==> src/rtl/tmr_pkg.sv <==
package tmr_pkg;
  localparam int CTRL_W    = 8;
  localparam int SRC_W     = 2;
  localparam int PSC_W     = 3;
  localparam int CH_STRIDE = 16;
  localparam int OFS_CTRL  = 0;
  localparam int OFS_IVL   = 4;
  localparam int OFS_CNT   = 8;
  localparam int ADR_IE    = 0;
  localparam int ADR_PEND  = 4;

  // field order follows the control word bit positions (bit 7 down to bit 0)
  typedef struct packed {
    logic             oneshot;
    logic [PSC_W-1:0] psc;
    logic [SRC_W-1:0] src;
    logic             reload;
    logic             en;
  } ctrl_t;
endpackage

==> src/rtl/tmr_prescale.sv <==
module tmr_prescale
  import tmr_pkg::*;
#(
  parameter int NSRC = 3
) (
  input  logic             clk,
  input  logic             rst,
  input  logic             clr,
  input  logic [SRC_W-1:0] src_sel,
  input  logic [PSC_W-1:0] psc,
  input  logic [NSRC-1:0]  src_tick,
  output logic             step_tick
);
  localparam int DIV_W = (1 << PSC_W) - 1;

  logic [DIV_W-1:0] pcnt;
  logic [DIV_W:0]   mask_full;
  logic [DIV_W-1:0] mask;
  logic             sel_tick;

  always_comb begin
    sel_tick = 1'b0;
    for (int i = 0; i < NSRC; i++)
      if (src_sel == SRC_W'(i)) sel_tick = src_tick[i];
  end

  assign mask_full = ((DIV_W+1)'(1) << psc) - (DIV_W+1)'(1);
  assign mask      = mask_full[DIV_W-1:0];
  assign step_tick = sel_tick && ((pcnt & mask) == mask);

  always_ff @(posedge clk) begin
    if (rst || clr) pcnt <= '0;
    else if (sel_tick) pcnt <= pcnt + DIV_W'(1);
  end
endmodule

==> src/rtl/tmr_channel.sv <==
module tmr_channel
  import tmr_pkg::*;
#(
  parameter int CW   = 32,
  parameter int NSRC = 3
) (
  input  logic            clk,
  input  logic            rst,
  input  logic            ctl_we,
  input  logic            ivl_we,
  input  logic [CW-1:0]   wdata,
  input  logic [NSRC-1:0] src_tick,
  output ctrl_t           ctrl_o,
  output logic [CW-1:0]   ivl_o,
  output logic [CW-1:0]   cnt_o,
  output logic            exp_o
);
  ctrl_t         ctrl_q;
  logic [CW-1:0] ivl_q, cnt_q;
  logic          ptick, step, at_end;

  tmr_prescale #(.NSRC(NSRC)) u_psc (
    .clk(clk), .rst(rst), .clr(ctl_we),
    .src_sel(ctrl_q.src), .psc(ctrl_q.psc),
    .src_tick(src_tick), .step_tick(ptick)
  );

  assign step   = ctrl_q.en && ptick && !ctrl_q.reload && !ctl_we;
  assign at_end = (cnt_q <= CW'(1));
  assign exp_o  = step && at_end;

  always_ff @(posedge clk) begin
    if (rst) begin
      ctrl_q <= '0;
      ivl_q  <= '0;
      cnt_q  <= '0;
    end else begin
      if (ctl_we) ctrl_q <= ctrl_t'(wdata[CTRL_W-1:0]);
      else begin
        if (ctrl_q.reload) ctrl_q.reload <= 1'b0;
        if (exp_o && ctrl_q.oneshot) ctrl_q.en <= 1'b0;
      end
      if (ivl_we) ivl_q <= wdata;
      if (ctrl_q.reload) cnt_q <= ivl_q;
      else if (step) begin
        if (!at_end) cnt_q <= cnt_q - CW'(1);
        else if (ctrl_q.oneshot) cnt_q <= '0;
        else cnt_q <= ivl_q;
      end
    end
  end

  assign ctrl_o = ctrl_q;
  assign ivl_o  = ivl_q;
  assign cnt_o  = cnt_q;
endmodule

==> src/rtl/tmr_bank.sv <==
module tmr_bank
  import tmr_pkg::*;
#(
  parameter int NCH  = 3,
  parameter int CW   = 32,
  parameter int AW   = 8,
  parameter int NSRC = 3
) (
  input  logic            clk,
  input  logic            rst,
  input  logic            bus_we,
  input  logic [AW-1:0]   bus_addr,
  input  logic [CW-1:0]   bus_wdata,
  input  logic [NSRC-1:0] src_tick,
  output logic [CW-1:0]   bus_rdata,
  output logic [NCH-1:0]  irq
);
  logic [NCH-1:0]        ie_q, pend_q, w1c;
  logic [NCH-1:0]        ch_exp, ch_en, ch_rl, ch_os, ch_cwe, ch_iwe;
  logic [NCH*CW-1:0]     ch_cnt, ch_ivl;
  logic [NCH*CTRL_W-1:0] ch_ctrl;
  logic [CW-1:0]         rd_nxt;

  for (genvar g = 0; g < NCH; g++) begin : g_ch
    localparam logic [AW-1:0] BASE = AW'(CH_STRIDE * (g + 1));
    ctrl_t c;
    assign ch_cwe[g] = bus_we && (bus_addr == BASE + AW'(OFS_CTRL));
    assign ch_iwe[g] = bus_we && (bus_addr == BASE + AW'(OFS_IVL));
    tmr_channel #(.CW(CW), .NSRC(NSRC)) u_ch (
      .clk(clk), .rst(rst), .ctl_we(ch_cwe[g]), .ivl_we(ch_iwe[g]),
      .wdata(bus_wdata), .src_tick(src_tick), .ctrl_o(c),
      .ivl_o(ch_ivl[g*CW +: CW]), .cnt_o(ch_cnt[g*CW +: CW]),
      .exp_o(ch_exp[g])
    );
    assign ch_ctrl[g*CTRL_W +: CTRL_W] = c;
    assign ch_en[g] = c.en;
    assign ch_rl[g] = c.reload;
    assign ch_os[g] = c.oneshot;
  end

  assign w1c = (bus_we && bus_addr == AW'(ADR_PEND)) ? bus_wdata[NCH-1:0] : '0;

  always_comb begin
    rd_nxt = '0;
    if (bus_addr == AW'(ADR_IE))   rd_nxt = CW'(ie_q);
    if (bus_addr == AW'(ADR_PEND)) rd_nxt = CW'(pend_q);
    for (int i = 0; i < NCH; i++) begin
      if (bus_addr == AW'(CH_STRIDE * (i + 1) + OFS_CTRL))
        rd_nxt = CW'(ch_ctrl[i*CTRL_W +: CTRL_W]);
      if (bus_addr == AW'(CH_STRIDE * (i + 1) + OFS_IVL))
        rd_nxt = ch_ivl[i*CW +: CW];
      if (bus_addr == AW'(CH_STRIDE * (i + 1) + OFS_CNT))
        rd_nxt = ch_cnt[i*CW +: CW];
    end
  end

  always_ff @(posedge clk) begin
    if (rst) begin
      ie_q      <= '0;
      pend_q    <= '0;
      irq       <= '0;
      bus_rdata <= '0;
    end else begin
      if (bus_we && bus_addr == AW'(ADR_IE)) ie_q <= bus_wdata[NCH-1:0];
      pend_q    <= (pend_q & ~w1c) | ch_exp;
      irq       <= pend_q & ie_q;
      bus_rdata <= rd_nxt;
    end
  end
endmodule

==> config.mk <==
export PLATFORM = sky130hd
export DESIGN_NAME = tmr_bank
export DESIGN_NICKNAME = d
export VERILOG_FILES = /design/src/rtl/tmr_pkg.sv /design/src/rtl/tmr_prescale.sv /design/src/rtl/tmr_channel.sv /design/src/rtl/tmr_bank.sv
export SDC_FILE = /design/constraint.sdc
export NUM_CORES = 1
export LEC_CHECK = 0
export ABC_AREA = 1
export BUFFER_PORTS_ARGS = -buffer_cell sky130_fd_sc_hd__buf_2
export CAP_MARGIN = 20
export CORE_MARGIN = 10
export CORE_UTILIZATION = 62
export CTS_BUF_LIST = sky130_fd_sc_hd__clkbuf_4 sky130_fd_sc_hd__clkbuf_8 sky130_fd_sc_hd__clkbuf_16
export DETAILED_ROUTE_END_ITERATION = 10
export MAX_ROUTING_LAYER = met4
export PLACE_DENSITY = 0.84
export SLEW_MARGIN = 20
export SYNTH_ARGS = -nofsm -noshare
export SYNTH_HDL_FRONTEND = slang
export SYNTH_SLANG_ARGS = --single-unit
==> constraint.sdc <==
create_clock -name clk -period 2.7 [get_ports clk]
set_input_delay 0.54 -clock clk [delete_from_list [all_inputs] [get_ports clk]]
set_output_delay 0.54 -clock clk [all_outputs]
set_load 0.05 [all_outputs]
==> impl_metrics.prom <==
# TYPE chip_impl_metric gauge
chip_impl_metric{name="cts-root-to-sink-buffers",unit=""} 3
chip_impl_metric{name="gp_congestion",unit=""} 1.038
chip_impl_metric{name="place_hpwl",unit="um"} 38560
chip_impl_info{name="critical_path.startpoint_type",value="register"} 1
chip_impl_metric{name="intPower",unit="uW"} 6870
chip_impl_metric{name="fmax",unit="MHz"} 417.7
chip_impl_metric{name="first_pass_grt_wire_length",unit="um"} 82430
chip_impl_metric{name="finalSetupViolCount",unit=""} 0
chip_impl_metric{name="p_switching",unit="uW"} 2127
chip_impl_metric{name="storage_cell_area",unit="mm2"} 0.005565
chip_impl_metric{name="drt-initial-drc-count",unit=""} 2073
chip_impl_metric{name="timing.clock.skew",unit="ns"} 0.009037
chip_impl_metric{name="initial_core_util",unit=""} 0.6251
chip_impl_metric{name="final_min_period_over_clock_period",unit=""} 0.8867
chip_impl_metric{name="synth.net_count",unit=""} 2365
chip_impl_metric{name="number_of_synthesized_register_bits",unit=""} 278
chip_impl_metric{name="clock_insertion_delay_worst_skew",unit="ns"} 0.57
chip_impl_metric{name="critical_path_buf_inv_count",unit=""} 3
chip_impl_metric{name="grt_antenna_before_repair",unit=""} 0
chip_impl_metric{name="vias_per_cell",unit=""} 6.057
chip_impl_metric{name="max_cap_violation_count",unit=""} 0
chip_impl_metric{name="cts_htree_levels",unit=""} 1
chip_impl_metric{name="grt_use_total",unit=""} 0.3385
chip_impl_metric{name="max_slew_violation_total_from_the_final_report",unit=""} 0
chip_impl_info{name="outcome",value="finished clean"} 1
chip_impl_metric{name="post-cts-setup-buffers",unit=""} 0
chip_impl_metric{name="power.sequential.fraction",unit=""} 0.459
chip_impl_metric{name="drtAntennaViolNets",unit=""} 0
chip_impl_info{name="whs_endpoint",value="g_ch[2].u_ch.ivl_o[23]"} 1
chip_impl_info{name="worstSetupEndpointType",value="register"} 1
chip_impl_metric{name="wirelength",unit="um"} 53060
chip_impl_metric{name="post_synth_num_cell_types",unit=""} 46
chip_impl_metric{name="dp_worst_setup_slack",unit="ns"} 0.1333
chip_impl_metric{name="post_drt_wl_per_cell",unit="um"} 19.67
chip_impl_metric{name="cts_hold_buffers",unit=""} 0
chip_impl_info{name="min_from",value="bus_wdata[23]"} 1
chip_impl_info{name="rsz_0062_raised_after_global_routing",value="false"} 1
chip_impl_metric{name="power_density_relative_to_cell_area",unit="mW/mm2"} 533.9
chip_impl_metric{name="timing.critical_path.fanout_max",unit=""} 16
chip_impl_metric{name="synth_area_per_cell",unit="um2"} 6.542
chip_impl_metric{name="relSlewSlack",unit=""} 0.4001
chip_impl_metric{name="post_synthesis_instance_area",unit="mm2"} 0.01511
chip_impl_metric{name="async_flop_share",unit=""} 0
chip_impl_info{name="tritoncts",value="done"} 1
chip_impl_metric{name="gr-total-overflow",unit=""} 0
chip_impl_metric{name="maximum_number_of_pins_on_one_net_before_global_route_repair",unit=""} 71
chip_impl_info{name="crit_chain",value="inv_1 > ha_1 > nand2_1 > nor2_2 > nand2_1 > a21oi_2 > inv_1 > o21ai_0 > nand2_1 > nand2_1 > nand3_1 > nand2_1 > inv_1"} 1
chip_impl_metric{name="tritoncts_sink_count",unit=""} 278
chip_impl_metric{name="floorplan.die.height",unit="um"} 176.1
chip_impl_metric{name="setup_slack",unit="ns"} 0.3059
chip_impl_metric{name="max-vdd-ir-drop",unit="mV"} 0.5465
chip_impl_metric{name="hold-worst-slack",unit="ns"} 0.2758
chip_impl_metric{name="syn-instance-count",unit=""} 2310
chip_impl_info{name="hold_class",value="input pin to register"} 1
chip_impl_info{name="critical_path.top_delay_family",value="simple AND/OR/NAND/NOR gates"} 1
chip_impl_info{name="terminus_of_the_critical_flop_to_flop_path",value="g_ch[2].u_ch.cnt_o[13]"} 1
chip_impl_metric{name="antenna_cells_inserted",unit=""} 0
chip_impl_metric{name="critPathMaxStageDelay",unit="ns"} 0.36
chip_impl_metric{name="final_nets",unit=""} 2407
chip_impl_metric{name="hold_depth",unit=""} 3
chip_impl_metric{name="number_of_synthesized_flops_with_an_enable_pin",unit=""} 0
chip_impl_info{name="synth_flop_cell",value="sky130_fd_sc_hd__dfxtp_1"} 1
chip_impl_metric{name="totalPowerFinal",unit="uW"} 8997
chip_impl_metric{name="worst_ep_required_time",unit="ns"} 3.17
chip_impl_info{name="clock_tree.root_cell",value="sky130_fd_sc_hd__clkbuf_16"} 1
chip_impl_info{name="critPathKind",value="register to register"} 1
chip_impl_metric{name="post_route_cells_drive_above_1_share",unit=""} 0.09183
chip_impl_metric{name="rows",unit=""} 57
chip_impl_metric{name="synth-seq-area-share",unit=""} 0.3683
chip_impl_metric{name="first_global_vias",unit=""} 15240
chip_impl_metric{name="ctsResizeCount",unit=""} 0
chip_impl_metric{name="yosysWarningCount",unit=""} 0
chip_impl_metric{name="cts_made_buffers",unit=""} 30
chip_impl_metric{name="fp.dieArea",unit="mm2"} 0.03102
chip_impl_metric{name="port-buffer-count",unit=""} 80
chip_impl_metric{name="power.clock.fraction",unit=""} 0.489
chip_impl_metric{name="leakagePower",unit="uW"} 0.007394
chip_impl_metric{name="first_pass_iters",unit=""} 6
chip_impl_metric{name="via_count",unit=""} 16340
chip_impl_info{name="regToRegStartpoint",value="g_ch[2].u_ch.cnt_o[0]"} 1
chip_impl_metric{name="floorplan.core_area",unit="mm2"} 0.02418
chip_impl_metric{name="die_w",unit="um"} 176.1
chip_impl_metric{name="remaining_drc_errors",unit=""} 0
chip_impl_info{name="cell_type_of_the_slowest_stage_on_the_worst_timing_path",value="sky130_fd_sc_hd__dfxtp_1"} 1
chip_impl_metric{name="crit_arrival",unit="ns"} 2.86
chip_impl_metric{name="filler_cell_count",unit=""} 2101
chip_impl_metric{name="timing_worst_slew_pin_value",unit="ns"} 0.8957
chip_impl_metric{name="timing.final.hold_violations",unit=""} 0
chip_impl_info{name="critPathMostFrequentCell",value="sky130_fd_sc_hd__nand2_1"} 1
chip_impl_metric{name="worst_r2r_path_cells",unit=""} 13
chip_impl_metric{name="multiInputGateArea",unit="mm2"} 0.008019
chip_impl_metric{name="timing.reg2reg.setup_slack",unit="ns"} 0.31
chip_impl_metric{name="swShare",unit=""} 0.2364
chip_impl_metric{name="period_needed",unit="ns"} 2.394
chip_impl_metric{name="power_frac_comb",unit=""} 0.051
chip_impl_metric{name="clk_transition_reported_paths",unit="ns"} 0.06
chip_impl_metric{name="syn_to_final_growth",unit="%"} 11.50
chip_impl_metric{name="total_i_o_pin_count",unit=""} 81
chip_impl_metric{name="tns",unit="ns"} 0
## synth_stat cells (3+ instances only)
| library cell | instances | area [um2] |
|---|---|---|
| sky130_fd_sc_hd__nand2_1 | 474 | 1779 |
| sky130_fd_sc_hd__nor2_1 | 279 | 1047 |
| sky130_fd_sc_hd__dfxtp_1 | 278 | 5565 |
| sky130_fd_sc_hd__inv_1 | 266 | 998.5 |
| sky130_fd_sc_hd__nand3_1 | 217 | 1086 |
| sky130_fd_sc_hd__a21oi_1 | 211 | 1056 |
| sky130_fd_sc_hd__o21ai_0 | 199 | 996.0 |
| sky130_fd_sc_hd__clkbuf_1 | 64 | 240.2 |
| sky130_fd_sc_hd__xor2_1 | 54 | 473.0 |
| sky130_fd_sc_hd__nand4_1 | 36 | 225.2 |
| sky130_fd_sc_hd__o22ai_1 | 36 | 225.2 |
| sky130_fd_sc_hd__buf_2 | 32 | 160.2 |
| sky130_fd_sc_hd__a41oi_1 | 21 | 183.9 |
| sky130_fd_sc_hd__nor3_1 | 18 | 90.09 |
| sky130_fd_sc_hd__xnor2_1 | 16 | 140.1 |
| sky130_fd_sc_hd__nor2_2 | 11 | 68.82 |
| sky130_fd_sc_hd__o211ai_1 | 11 | 82.58 |
| sky130_fd_sc_hd__ha_1 | 9 | 112.6 |
| sky130_fd_sc_hd__inv_2 | 9 | 33.78 |
| sky130_fd_sc_hd__nand2_2 | 6 | 37.54 |
| sky130_fd_sc_hd__buf_6 | 5 | 56.30 |
| sky130_fd_sc_hd__a221oi_1 | 4 | 35.03 |
| sky130_fd_sc_hd__buf_4 | 4 | 30.03 |
| sky130_fd_sc_hd__nand3b_1 | 4 | 30.03 |
| sky130_fd_sc_hd__nor2_4 | 4 | 45.04 |
| sky130_fd_sc_hd__o21a_1 | 4 | 30.03 |
| sky130_fd_sc_hd__o21ai_1 | 4 | 20.02 |
| sky130_fd_sc_hd__a31oi_1 | 3 | 18.77 |
| sky130_fd_sc_hd__nand2_4 | 3 | 33.78 |
| sky130_fd_sc_hd__nand3_2 | 3 | 30.03 |
| sky130_fd_sc_hd__nor3b_1 | 3 | 22.52 |
## cells by family after synthesis
logic type,share of synthesized area
xor gates and xnor gates,0.04057
buffers and inverters,0.1016
DFF,0.3683
AOI/OAI and AO/OA,0.1802
adders and majority gates,0.007452
and+or+nand+nor,0.3019
## worst register-to-register path: cells and delay by family, from the launching register on
family | cells | cell delay (ns)
AO/OA/AOI/OAI | 2 | 0.44
adder cells (fa/ha/maj) | 1 | 0.26
buffers and inverters | 3 | 0.50
flip-flops | 1 | 0.36
AND/OR/NAND/NOR | 7 | 0.75
## layer usage
metal / global-route usage / routed length (um) / part of all wire / vias up
li1: - / - / - / 7658
met1: 0.4252 / 20730 / 0.39 / 7432
met2: 0.5150 / 23530 / 0.44 / 1030
met3: 0.04677 / 5266 / 0.099 / 221
met4: 0.1939 / 3526 / 0.066 / 0
met5: - / 0 / 0 / -
## flip-flops by register name, indices dropped and copies added (netlist names)
name / count
bus_rdata: 32
g_ch.u_ch.cnt_o: 96
g_ch.u_ch.ctrl_o: 24
g_ch.u_ch.ivl_o: 96
g_ch.u_ch.u_psc.pcnt: 21
ie_q: 3
irq: 3
pend_q: 3
## worst max-delay path by stage
stage                             end             startpoint  cells past startpoint  slack [ns]
2_1_floorplan  g_ch[2].u_ch.cnt_o[17]            bus_addr[7]                     11        0.86
3_3_place_gp   g_ch[2].u_ch.cnt_o[15]  g_ch[2].u_ch.cnt_o[0]                     11        0.21
3_5_place_dp    g_ch[2].u_ch.cnt_o[4]  g_ch[2].u_ch.cnt_o[0]                     11        0.13
4_1_cts         g_ch[2].u_ch.cnt_o[4]  g_ch[2].u_ch.cnt_o[0]                     11        0.12
5_1_grt         g_ch[2].u_ch.cnt_o[0]  g_ch[2].u_ch.cnt_o[0]                     12        0.12
6_report       g_ch[2].u_ch.cnt_o[13]  g_ch[2].u_ch.cnt_o[0]                     13        0.31
## cells in the final DEF (no fill, tap or decap), types with 8 or more instances in the layout
cell	netlist	routed
sky130_fd_sc_hd__buf_2	32	79
sky130_fd_sc_hd__dfxtp_1	278	278
sky130_fd_sc_hd__xnor2_1	16	16
sky130_fd_sc_hd__o21ai_0	199	199
sky130_fd_sc_hd__buf_4	4	31
sky130_fd_sc_hd__xor2_1	54	54
sky130_fd_sc_hd__a41oi_1	21	21
sky130_fd_sc_hd__o22ai_1	36	36
sky130_fd_sc_hd__o211ai_1	11	11
sky130_fd_sc_hd__inv_1	266	265
sky130_fd_sc_hd__ha_1	9	9
sky130_fd_sc_hd__nor2_2	11	13
sky130_fd_sc_hd__clkbuf_8	0	8
sky130_fd_sc_hd__nand4_1	36	36
sky130_fd_sc_hd__a21oi_1	211	211
sky130_fd_sc_hd__nor3_1	18	18
sky130_fd_sc_hd__nand2_1	474	473
sky130_fd_sc_hd__clkbuf_16	0	31
sky130_fd_sc_hd__inv_2	9	9
sky130_fd_sc_hd__nand3_1	217	217
sky130_fd_sc_hd__nor2_1	279	277
## power groups by stage
| stage | Clock [uW] | Combinational (uW) | Sequential, uW |
|---|---|---|---|
| floorplan | 0 | 269 | 4220 |
| global placement | 0 | 440 | 4220 |
| detailed placement | 0 | 445 | 4220 |
| global route | 4560 | 495 | 4130 |
| finish | 4400 | 463 | 4130 |
| CTS | 4400 | 448 | 4130 |
## cell type report
| type | instances | area share |
|---|---|---|
| clock inverter | 11 | 0.008020 |
| multi-input combinational | 1648 | 0.4759 |
| tap | 324 | 0.02406 |
| clock buffer | 43 | 0.05436 |
| inverter | 277 | 0.06178 |
| timing repair buffer | 117 | 0.04559 |
| sequential | 278 | 0.3303 |
## per-stage QoR
| stage | std cells | instance area, um2 | util |
|---|---|---|---|
| 2_1_floorplan | 2310 | 15110 | - |
| 3_3_place_gp | 2643 | 15790 | 0.6532 |
| 3_5_place_dp | 2643 | 15790 | 0.6532 |
| 4_1_cts | 2697 | 16840 | 0.6966 |
| 5_1_grt | 2698 | 16850 | 0.6969 |
| 6_report | 2698 | 16850 | 0.6969 |
Power figures use the tool's default switching activity.
